==> src/rtl/iqbuf_pkg.sv <==
package iqbuf_pkg;
  typedef enum logic [1:0] {
    ST_IDLE = 2'd0,
    ST_FILL = 2'd1,
    ST_PASS = 2'd2
  } iqbuf_st_e;
endpackage

==> src/rtl/iqbuf_tags.sv <==
// Tag store: per-slot line tags, one shared upper tag, valid flags and the
// alternating fill pointer.
module iqbuf_tags #(
  parameter int LINE_W = 10,
  parameter int UP_W   = 11
) (
  input  logic              clk,
  input  logic              rst,
  input  logic              en,
  input  logic [LINE_W-1:0] lk_line,
  input  logic [UP_W-1:0]   lk_up,
  input  logic              fill_start,
  input  logic              fill_done,
  output logic [1:0]        slot_hit,
  output logic              hit,
  output logic              hit_slot,
  output logic              nxt_slot
);
  logic [1:0]        vld;
  logic [LINE_W-1:0] line_q [2];
  logic [UP_W-1:0]   up_q;
  logic              nxt;

  generate
    for (genvar s = 0; s < 2; s++) begin : g_cmp
      assign slot_hit[s] = vld[s] && (line_q[s] == lk_line) && (up_q == lk_up);
    end
  endgenerate

  assign hit      = |slot_hit;
  assign hit_slot = slot_hit[1];
  assign nxt_slot = nxt;

  always_ff @(posedge clk) begin
    if (rst || !en) begin
      vld <= '0;
      nxt <= 1'b0;
      if (rst) begin
        up_q      <= '0;
        line_q[0] <= '0;
        line_q[1] <= '0;
      end
    end else begin
      if (fill_start) begin
        vld[nxt]    <= 1'b0;
        line_q[nxt] <= lk_line;
        up_q        <= lk_up;
        if (up_q != lk_up) vld[~nxt] <= 1'b0;
      end
      if (fill_done) begin
        vld[nxt] <= 1'b1;
        nxt      <= ~nxt;
      end
    end
  end
endmodule

==> src/rtl/iqbuf_store.sv <==
// Slot storage: one write port, registered read port (block RAM friendly).
module iqbuf_store #(
  parameter int DW = 16,
  parameter int AW = 4
) (
  input  logic          clk,
  input  logic          we,
  input  logic [AW-1:0] waddr,
  input  logic [DW-1:0] wdata,
  input  logic [AW-1:0] raddr,
  output logic [DW-1:0] rdata
);
  localparam int DEPTH = 1 << AW;
  logic [DW-1:0] ram [DEPTH];

  always_ff @(posedge clk) begin
    if (we) ram[waddr] <= wdata;
  end

  always_ff @(posedge clk) begin
    rdata <= ram[raddr];
  end
endmodule

==> src/rtl/iqbuf_ctrl.sv <==
// Fetch acceptance, miss/bypass sequencing and the wait handshake.
module iqbuf_ctrl
  import iqbuf_pkg::*;
#(
  parameter int ADDR_W = 25,
  parameter int DATA_W = 16,
  parameter int OFS_W  = 3,
  parameter int LO     = 1
) (
  input  logic              clk,
  input  logic              rst,
  input  logic              en,
  input  logic              cpu_req,
  input  logic [ADDR_W-1:0] cpu_addr,
  input  logic              hit,
  input  logic              mem_rvalid,
  input  logic [DATA_W-1:0] mem_rdata,
  output logic              cpu_wait,
  output logic              cpu_rvalid,
  output logic              sel_ram,
  output logic [DATA_W-1:0] data_q,
  output logic              mem_req,
  output logic              mem_burst,
  output logic [ADDR_W-1:0] mem_addr,
  output logic              fill_start,
  output logic              fill_done,
  output logic              wr_en,
  output logic [OFS_W-1:0]  wr_ofs
);
  localparam int ALIGN = LO + OFS_W;
  localparam logic [OFS_W-1:0] LAST = {OFS_W{1'b1}};

  iqbuf_st_e        st;
  logic [OFS_W-1:0] cnt;
  logic [OFS_W-1:0] ofs_q;
  logic             accept;

  assign accept     = cpu_req && !cpu_wait && (st == ST_IDLE);
  assign fill_start = accept && en && !hit;
  assign wr_en      = (st == ST_FILL) && mem_rvalid;
  assign wr_ofs     = cnt;
  assign fill_done  = wr_en && (cnt == LAST);

  always_ff @(posedge clk) begin
    if (rst) begin
      st         <= ST_IDLE;
      cpu_wait   <= 1'b0;
      cpu_rvalid <= 1'b0;
      sel_ram    <= 1'b0;
      data_q     <= '0;
      mem_req    <= 1'b0;
      mem_burst  <= 1'b0;
      mem_addr   <= '0;
      cnt        <= '0;
      ofs_q      <= '0;
    end else begin
      cpu_rvalid <= 1'b0;
      mem_req    <= 1'b0;
      unique case (st)
        ST_IDLE: begin
          if (accept) begin
            if (!en) begin
              st        <= ST_PASS;
              cpu_wait  <= 1'b1;
              mem_req   <= 1'b1;
              mem_burst <= 1'b0;
              mem_addr  <= cpu_addr;
            end else if (hit) begin
              cpu_rvalid <= 1'b1;
              sel_ram    <= 1'b1;
            end else begin
              st        <= ST_FILL;
              cpu_wait  <= 1'b1;
              mem_req   <= 1'b1;
              mem_burst <= 1'b1;
              mem_addr  <= {cpu_addr[ADDR_W-1:ALIGN], {ALIGN{1'b0}}};
              cnt       <= '0;
              ofs_q     <= cpu_addr[ALIGN-1:LO];
            end
          end
        end
        ST_FILL: begin
          if (mem_rvalid) begin
            cnt <= cnt + 1'b1;
            if (cnt == ofs_q) begin
              cpu_rvalid <= 1'b1;
              sel_ram    <= 1'b0;
              data_q     <= mem_rdata;
            end
            if (cnt == LAST) begin
              st       <= ST_IDLE;
              cpu_wait <= 1'b0;
            end
          end
        end
        ST_PASS: begin
          if (mem_rvalid) begin
            st         <= ST_IDLE;
            cpu_wait   <= 1'b0;
            cpu_rvalid <= 1'b1;
            sel_ram    <= 1'b0;
            data_q     <= mem_rdata;
          end
        end
        default: st <= ST_IDLE;
      endcase
    end
  end
endmodule

==> src/rtl/iqbuf_top.sv <==
module iqbuf_top #(
  parameter int ADDR_W = 25,
  parameter int DATA_W = 16,
  parameter int OFS_W  = 3,
  parameter int LINE_W = 10
) (
  input  logic              clk,
  input  logic              rst,
  input  logic              en,
  input  logic              cpu_req,
  input  logic [ADDR_W-1:0] cpu_addr,
  output logic              cpu_wait,
  output logic              cpu_rvalid,
  output logic [DATA_W-1:0] cpu_rdata,
  output logic              mem_req,
  output logic              mem_burst,
  output logic [ADDR_W-1:0] mem_addr,
  input  logic              mem_rvalid,
  input  logic [DATA_W-1:0] mem_rdata
);
  localparam int LO      = $clog2(DATA_W / 8);
  localparam int LINE_LO = LO + OFS_W;
  localparam int UP_LO   = LINE_LO + LINE_W;
  localparam int UP_W    = ADDR_W - UP_LO;
  localparam int RA_W    = OFS_W + 1;

  logic [1:0]        slot_hit;
  logic              hit;
  logic              hit_slot;
  logic              nxt_slot;
  logic              fill_start;
  logic              fill_done;
  logic              wr_en;
  logic [OFS_W-1:0]  wr_ofs;
  logic              sel_ram;
  logic [DATA_W-1:0] data_q;
  logic [DATA_W-1:0] ram_q;

  iqbuf_tags #(.LINE_W(LINE_W), .UP_W(UP_W)) u_tags (
    .clk        (clk),
    .rst        (rst),
    .en         (en),
    .lk_line    (cpu_addr[UP_LO-1:LINE_LO]),
    .lk_up      (cpu_addr[ADDR_W-1:UP_LO]),
    .fill_start (fill_start),
    .fill_done  (fill_done),
    .slot_hit   (slot_hit),
    .hit        (hit),
    .hit_slot   (hit_slot),
    .nxt_slot   (nxt_slot)
  );

  iqbuf_store #(.DW(DATA_W), .AW(RA_W)) u_store (
    .clk   (clk),
    .we    (wr_en),
    .waddr ({nxt_slot, wr_ofs}),
    .wdata (mem_rdata),
    .raddr ({hit_slot, cpu_addr[LINE_LO-1:LO]}),
    .rdata (ram_q)
  );

  iqbuf_ctrl #(.ADDR_W(ADDR_W), .DATA_W(DATA_W), .OFS_W(OFS_W), .LO(LO)) u_ctrl (
    .clk        (clk),
    .rst        (rst),
    .en         (en),
    .cpu_req    (cpu_req),
    .cpu_addr   (cpu_addr),
    .hit        (hit),
    .mem_rvalid (mem_rvalid),
    .mem_rdata  (mem_rdata),
    .cpu_wait   (cpu_wait),
    .cpu_rvalid (cpu_rvalid),
    .sel_ram    (sel_ram),
    .data_q     (data_q),
    .mem_req    (mem_req),
    .mem_burst  (mem_burst),
    .mem_addr   (mem_addr),
    .fill_start (fill_start),
    .fill_done  (fill_done),
    .wr_en      (wr_en),
    .wr_ofs     (wr_ofs)
  );

  assign cpu_rdata = sel_ram ? ram_q : data_q;
endmodule

==> config.mk <==
export PLATFORM = sky130hd
export DESIGN_NAME = iqbuf_top
export DESIGN_NICKNAME = d
export VERILOG_FILES = /design/src/rtl/iqbuf_pkg.sv /design/src/rtl/iqbuf_tags.sv /design/src/rtl/iqbuf_store.sv /design/src/rtl/iqbuf_ctrl.sv /design/src/rtl/iqbuf_top.sv
export SDC_FILE = /design/constraint.sdc
export NUM_CORES = 1
export LEC_CHECK = 0
export ABC_AREA = 1
export BUFFER_PORTS_ARGS = -buffer_cell sky130_fd_sc_hd__buf_4
export CORE_MARGIN = 5
export CORE_UTILIZATION = 60
export DETAILED_ROUTE_END_ITERATION = 10
export HOLD_SLACK_MARGIN = 0.08
export PLACE_DENSITY = 0.79
export REMOVE_ABC_BUFFERS = 1
export SLEW_MARGIN = 40
export SYNTH_ARGS = -nofsm -noshare
export SYNTH_HDL_FRONTEND = slang
export SYNTH_SLANG_ARGS = --single-unit
==> constraint.sdc <==
create_clock -name clk -period 3 [get_ports clk]
set_input_delay 0.15 -clock clk [delete_from_list [all_inputs] [get_ports clk]]
set_output_delay 0.15 -clock clk [all_outputs]
set_load 0.01 [all_outputs]
== Yosys cells after proc, flatten, opt, wreduce, memory -nomap -nowiden ==
Memories as Yosys holds them, arrays and structs flattened. A register that Yosys moved wholly into a read port is not among the register bits.
Cells that the tools add are included.
Widths: inputs -> output; s select.

* Multipliers: 0
* Reduce and logical (&&, ||, !) cells: 32
* Add/subtract/negate cells: 1
* Equal/unequal tests: 19
* Muxes and demuxes: 64
* Shift operators: 0
* Div/mod/pow operators: 0
* $lt $le $gt $ge: 4
* Bitwise logic cells: 9

{| class="wikitable"
|+ Operators with widths
! cell !! number
|-
| $mux 16 || 4
|-
| $mux 25 || 2
|-
| $mux 11 || 3
|-
| $mux 1 || 32
|-
| $pmux 16 s2 || 1
|-
| $eq 10x10->1 || 2
|-
| $mux 2 || 10
|-
| $ne 2x2->1 const B || 8
|-
| $logic_and 1x1->1 || 12
|-
| $mux 3 || 4
|-
| $eq 11x11->1 || 1
|-
| $ne 11x11->1 || 1
|-
| $mux 10 || 1
|-
| $reduce_and 5->1 || 2
|-
| $reduce_or 10->1 || 1
|-
| $pmux 1 s3 || 3
|-
| $reduce_and 4->1 || 2
|-
| $reduce_and 7->1 || 1
|-
| $pmux 2 s3 || 1
|-
| $pmux 3 s2 || 1
|-
| $reduce_and 6->1 || 1
|-
| $reduce_bool 2->1 || 3
|-
| $and 2x2->2 || 2
|-
| $lt 1x2->1 const B || 2
|-
| other kinds (20) || 29
|}

* Memories kept: 2
* Flip-flop bits (word level): 68
* Memory bits (read-only): 0
* Output and inout bits: 45
* Memory bits (writable): 276
* Latch bits: 0
* Input port bits: 46

{| class="wikitable"
|+ Memory list
! name !! words !! bits a word !! read ports !! clocked after Yosys merged registers in !! write ports !! line !! source
|-
| u_store.ram || 16 || 16 || 1 || 1 || 1 || iqbuf_store.sv:14 || <nowiki>logic [DW-1:0] ram [DEPTH];</nowiki>
|-
| u_tags.line_q || 2 || 10 || 2 || 0 || 2 || iqbuf_tags.sv:20 || <nowiki>logic [LINE_W-1:0] line_q [2];</nowiki>
|}

== Logic depth before layout (Yosys ltp) ==
* Word-level depth: 12
* Mapped depth: 15

== Hierarchy ==
Synthesis repeated with hierarchy kept, for this count alone.

* Cells, all modules: 1658
* Area total of the unflattened synthesis: 15822.7 sq um

{| class="wikitable"
|+ Modules (own cells, without submodules)
! module !! times used !! cells an instance !! area each (sq um)
|-
| iqbuf_store || 1 || 1075 || 11385.9
|-
| iqbuf_ctrl || 1 || 321 || 2424.8
|-
| iqbuf_tags || 1 || 210 || 1767.9
|-
| iqbuf_top || 1 || 52 || 244.0
|}

== Worst setup path after synthesis ==
No wires, ideal clock.

* Kind: reg2reg
* Start point: register u_ctrl.st[0]
* End point: register u_tags.up_q[0], enable pin
* Path buffers: 0
* Arrival time: 2.047 ns
* Stages on the path, launching flop included: 7
* Setup slack: 0.559 ns
* Library setup time: 0.394 ns
* Path through: dfxtp_1 inv_1 ha_1 nand2_1 nor2_1 nand2_1 o21ai_0

* Word-level cells in the longest chain between the ends: 6

{| class="wikitable"
|+ Ends and longest elaborated chain
! item !! line !! source
|-
| start: declaration || iqbuf_ctrl.sv:33 || <nowiki>iqbuf_st_e st;</nowiki>
|-
| start signal: assignment || iqbuf_ctrl.sv:46 || <nowiki>st <= ST_IDLE;</nowiki>
|-
| start signal: assignment || iqbuf_ctrl.sv:63 || <nowiki>st <= ST_PASS;</nowiki>
|-
| start signal: assignment || iqbuf_ctrl.sv:72 || <nowiki>st <= ST_FILL;</nowiki>
|-
| $logic_not 2->1 || iqbuf_ctrl.sv:38 || <nowiki>assign accept = cpu_req && !cpu_wait && (st == ST_IDLE);</nowiki>
|-
| $logic_and 1x1->1 || iqbuf_ctrl.sv:38 ||
|-
| $logic_and 1x1->1 (2 in series) || iqbuf_ctrl.sv:39 || <nowiki>assign fill_start = accept && en && !hit;</nowiki>
|-
| $reduce_bool 2->1 (no source line) || n/a ||
|-
| $reduce_and 2->1 (no source line) || n/a ||
|-
| end signal: assignment || iqbuf_tags.sv:47 || <nowiki>up_q <= lk_up;</nowiki>
|-
| end: declaration || iqbuf_tags.sv:21 || <nowiki>logic [UP_W-1:0] up_q;</nowiki>
|}

No other way between the ends.
A chain may end at the register's enable or synchronous reset.

== Worst setup path in the final report ==
* Start point: register u_tags.up_q[8]
* End point: register u_ctrl.mem_addr[9]

* Word-level cells in the longest chain between the ends: 5
* Elaborated cells on any way between the ends: 6
* Those cells by class: 2 x eq/ne; 4 x reduce/logical

{| class="wikitable"
|+ Ends and longest elaborated chain
! item !! line !! source
|-
| $eq 11x11->1 * || iqbuf_tags.sv:26 || <nowiki>assign slot_hit[s] = vld[s] && (line_q[s] == lk_line) && (up_q == lk_up);</nowiki>
|-
| $logic_and 1x1->1 || iqbuf_tags.sv:26 ||
|-
| $reduce_or 2->1 * || iqbuf_tags.sv:30 || <nowiki>assign hit = |slot_hit;</nowiki>
|-
| $ne 2x2->1 (no source line) * || n/a ||
|-
| $reduce_and 3->1 (no source line) * || n/a ||
|-
| end signal: assignment || iqbuf_ctrl.sv:67 || <nowiki>mem_addr <= cpu_addr;</nowiki>
|-
| end signal: assignment || iqbuf_ctrl.sv:76 || <nowiki>mem_addr <= {cpu_addr[ADDR_W-1:ALIGN], {ALIGN{1'b0}}};</nowiki>
|-
| end: declaration || iqbuf_ctrl.sv:24 || <nowiki>output logic [ADDR_W-1:0] mem_addr,</nowiki>
|}

Mark *: on every way between the ends. The rest lies on a longest branch, timed or not.

==> summary.md <==
| Metric | Value |
|---|---|
| Outcome | `complete, no violations` |
| Total die area | `~0.028 sq mm` |
| CTS HTree Levels | `2` |
| Vias/cell | `between 5 and 6` |
| Slowest CP cell | `sky130_fd_sc_hd__dlygate4sd3_1` |
| Terminating pin of the worst hold path | `u_ctrl.mem_addr[10]` |
| Internal Dissipation | `0.00922 W` |
| Max-slew headroom at the worst pin | `slightly below 50%` |
| Number of buffers added by the clock tree synthesis step | `36` |
| Starting DRT DRC Count | `952` |
| Primary flip-flop cell chosen by synthesis mapping | `sky130_fd_sc_hd__edfxtp_1` |
| Wire length of the first global-routing pass | `53900 um` |
| Synthesized cell area | `0.0149 sq mm` |
| Required time worst endpoint | `3.45 ns` |
| Number of distinct standard cells referenced by the synthesized netlist | `32` |
| TritonCTS Sinks | `360` |
| Synthesis warning total | `0` |
| Effective utilization at floorplan | `61.1%` |
| Count of nets after finishing | `1561` |
| Fraction of final layout cells with drive strength greater than 1 | `around 16%` |
| Sequence of cells on the critical path | `xnor2_1 -> nand2_1 -> nor2_1 -> nand2_1 -> nor2_4 -> nand2_4 -> nand2_4 -> nand2_4 -> nand2_4 -> nand2_1 -> a21oi_2 -> dlygate4sd3_1` |
| Leakage power | `6.70 nW` |
| Category of the worst setup path capture point | `flop` |
| Start-to-end type of the worst setup path | `reg -> reg` |
| FFs w/ async S/R, synth | `0%` |
| Logic pwr share | `roughly 18%` |
| Cell depth of the worst min-delay path | `5` |
| Endpoint of the lowest-slack register-to-register path | `u_ctrl.mem_addr[9]` |
| Final hold violation count | `0` |
| Unrepaired setup endpoints after global routing | `no` |
| Share of the clock period used by the worst path after layout | `between 90% and 100%` |
| Fin Setup TNS | `0 ns` |
| Post-detailed-placement half-perimeter wirelength | `19900 um` |
| Std cell rows | `57` |
| Family with the most delay on the worst path | `simple AND/OR/NAND/NOR gates` |
| Fraction of the yosys area taken by sequential cells | `between 60% and 70%` |
| Time the final worst path needs with I/O delays and setup | `2.76 ns` |
| Flip-flop and latch count after synthesis | `360` |
| Post-synth top area cell | `sky130_fd_sc_hd__edfxtp_1` |
| Reg-to-reg startpoint | `u_tags.up_q[8]` |
| Switching power of the nets | `0.00334 W` |
| Average cell area after synthesis | `11.0 sq um` |
| Count of placed standard cells including taps | `1737` |
| Area growth from synthesis to final layout | `19.0%` |
| Number of buffers inserted for hold repair after clock tree synthesis | `55` |
| Overflow after GRT | `0` |
| Fraction of power consumed by sequential logic | `46.5%` |
| Hold Crit Start | `cpu_req` |
| Chip height | `168 um` |
| Dominant cells by area after synthesis | `sky130_fd_sc_hd__edfxtp_1 58%, sky130_fd_sc_hd__dfxtp_1 9.8%, sky130_fd_sc_hd__nor2_1 6.7%` |
| Final worst clock skew | `0.0207 ns` |
| Sort of element at the start of the critical path | `flop` |
| CP peak stage delay | `0.56 ns` |
| Final setup violation count | `0` |
| Transition time of the tightest slew-check pin | `0.766 ns` |
| Clock tree root driver cell | `sky130_fd_sc_hd__clkbuf_16` |
| Number of instances in the synthesized netlist | `1357` |
| Maximum number of pins on one net before global-route repair | `between 100 and 150` |
| Number of I/O pins | `91` |
| TritonCTS clock tree | `done` |
| Antenna diode count | `0` |
| Top cell type's share of synthesized area | `57.8%` |
| Total iterations of the first detailed-routing run | `5` |
| FMAX | `362 MHz` |
| Number of flops mapped to enable cells by yosys | `approximately 290` |
| Non-filler cells in the finished layout | `1858` |
| Vias in the first global route | `10300` |
| Antenna viol nets, final | `0` |
| Port buffer count | `90` |
| Final count of pins violating max slew | `0` |
| Maximum Capacitance Violations | `0` |
| Worst Path Max Fanout | `29` |
| Max Buffers Root-to-Sink | `3` |
| Utilization after layout | `72.7%` |
| Routed wirelength normalized by instance count | `18.6 um` |
| Number of antenna violations at the first check in global routing | `0` |
| Routed wire length | `34600 um` |
| Register-to-Register Path Depth | `12` |
| Gpl congestion | `0.845` |
| Post-cts gate resize count | `0` |
| Portion of total power attributed to the clock network | `35.9%` |
| Register-to-register path setup slack | `0.24 ns` |
| Clock Latency Late Sink | `0.53 ns` |
| Count of buffering cells on the critical path with inverters included | `1` |
| Total setup buffers inserted after CTS | `0` |
| Critical Path Most Common Cell | `sky130_fd_sc_hd__nand2_4` |
| CP arrival | `3.21 ns` |
| Register clock-pin slew on the reported worst setup and hold paths | `0.06 ns` |
| Total vias in the final route | `10600` |
| Power density relative to cell area | `708 mW/mm^2` |
| X dimension of the die | `168 um` |
| Switching part of the total power | `26.6%` |
| Floorplan Core Area | `0.0244 sq mm` |
| Class of the tightest hold or removal check | `in -> reg` |
| Total routing usage reported by global routing | `24.1%` |
| Worst vdd ir | `0.537 mV` |
| DR DRC count | `0` |
power by group through the flow:
| stage | Clock [W] | Sequential, W | Combinational [W] |
|---|---|---|---|
| 4_1_cts | 0.00455 | 0.00584 | 0.00219 |
| 5_1_grt | 0.00477 | 0.00587 | 0.00242 |
| 6_report | 0.00451 | 0.00585 | 0.00221 |
| 2_1_floorplan | 0 | 0.00598 | 0.00113 |
| 3_3_place_gp | 0 | 0.00593 | 0.00202 |
| 3_5_place_dp | 0 | 0.00594 | 0.00208 |
cell type report:
type,count,area (sq um)
inverters,97,367
multi-input cells,825,4110
clock inverters,19,189
well taps,324,405
flip-flops and latches,360,10100
repair buffers,186,1560
fillers,1628,6650
clock buffers,47,1020
worst max path at each step:
stage / from / depth (start not counted) / end
global placement: u_ctrl.st[0] / 6 / u_tags.line_q[0][4]
detailed placement: u_ctrl.st[0] / 6 / u_tags.line_q[0][4]
floorplan: u_ctrl.st[0] / 7 / u_ctrl.mem_addr[10]
finish: u_tags.up_q[8] / 12 / u_ctrl.mem_addr[9]
global route: u_tags.up_q[0] / 12 / u_ctrl.mem_addr[16]
CTS: u_tags.up_q[8] / 12 / u_ctrl.mem_addr[23]
metrics by stage:
stage	worst slack, ns	hold WS [ns]	area [sq um]	power (W)
6_report	0.237	0.155	17700	0.0126
3_3_place_gp	0.675	0.431	16000	0.00795
5_1_grt	0.0224	0.181	17700	0.0131
4_1_cts	0.245	0.149	17700	0.0126
2_1_floorplan	0.0226	0.212	14500	0.00711
3_5_place_dp	0.589	0.439	16000	0.00802
cell usage in the layout (no fill, tap or decap), types with 7 or more instances in the layout:
| cell type | Yosys | final |
|---|---|---|
| sky130_fd_sc_hd__nand3_2 | 18 | 18 |
| sky130_fd_sc_hd__nand3_1 | 38 | 38 |
| sky130_fd_sc_hd__o21ai_0 | 117 | 117 |
| sky130_fd_sc_hd__a21oi_1 | 36 | 36 |
| sky130_fd_sc_hd__nand2_1 | 222 | 222 |
| sky130_fd_sc_hd__buf_4 | 1 | 129 |
| sky130_fd_sc_hd__inv_2 | 6 | 7 |
| sky130_fd_sc_hd__clkbuf_16 | 0 | 38 |
| sky130_fd_sc_hd__nor2_1 | 265 | 261 |
| sky130_fd_sc_hd__edfxtp_1 | 287 | 287 |
| sky130_fd_sc_hd__o32ai_1 | 64 | 64 |
| sky130_fd_sc_hd__dfxtp_1 | 73 | 73 |
| sky130_fd_sc_hd__xnor2_1 | 15 | 15 |
| sky130_fd_sc_hd__inv_1 | 88 | 86 |
| sky130_fd_sc_hd__a21oi_2 | 20 | 20 |
| sky130_fd_sc_hd__ha_1 | 9 | 9 |
| sky130_fd_sc_hd__dlygate4sd3_1 | 0 | 55 |
| sky130_fd_sc_hd__clkinv_2 | 0 | 11 |
registers in the layout (all words and copies together) (netlist names):
signal,flops
u_store.ram,256
u_ctrl.mem_addr,25
u_tags.line_q,20
u_ctrl.data_q,16
u_store.rdata,16
u_tags.up_q,11
u_ctrl.ofs_q,3
u_ctrl.wr_ofs,3
u_ctrl.st,2
u_tags.vld,2
u_ctrl.cpu_rvalid,1
u_ctrl.cpu_wait,1
u_ctrl.mem_burst,1
u_ctrl.mem_req,1
u_ctrl.sel_ram,1
u_tags.nxt_slot,1
layer usage:
metal | share of wire [%] | up-vias | track usage [%]
met3 | 8.3 | 66 | 4.88
met1 | 40 | 5064 | 31.0
met5 | 0 | - | 0
li1 | - | 4982 | -
met4 | 2.4 | 0 | 7.45
met2 | 50 | 448 | 41.5
Yosys cell counts, types with 6 or more instances:
cell type / count
sky130_fd_sc_hd__a21oi_1: 36
sky130_fd_sc_hd__a21oi_2: 20
sky130_fd_sc_hd__buf_2: 16
sky130_fd_sc_hd__clkbuf_1: 51
sky130_fd_sc_hd__dfxtp_1: 73
sky130_fd_sc_hd__edfxtp_1: 287
sky130_fd_sc_hd__ha_1: 9
sky130_fd_sc_hd__inv_1: 88
sky130_fd_sc_hd__inv_2: 6
sky130_fd_sc_hd__nand2_1: 222
sky130_fd_sc_hd__nand3_1: 38
sky130_fd_sc_hd__nand3_2: 18
sky130_fd_sc_hd__nor2_1: 265
sky130_fd_sc_hd__o21ai_0: 117
sky130_fd_sc_hd__o32ai_1: 64
sky130_fd_sc_hd__xnor2_1: 15
worst min-delay path, cell delays in order:
cell and delay (ns):
sky130_fd_sc_hd__buf_4 0.11, sky130_fd_sc_hd__nand2_1 0.16, sky130_fd_sc_hd__nor2_4 0.07, sky130_fd_sc_hd__nand3_2 0.08, sky130_fd_sc_hd__a21oi_2 0.05
cell families (layout without fill, tap and decap cells):
logic type	count (synthesis)	after routing	share of synthesized area (%)
AOI/OAI and AO/OA	240	240	10.2
xor gates and xnor gates	16	16	0.940
adders and majority gates	9	9	0.755
buffers and inverters	172	349	4.92
DFF	360	360	67.6
and+or+nand+nor	560	560	15.6
Note: power is estimated with default switching activity, not from simulation.
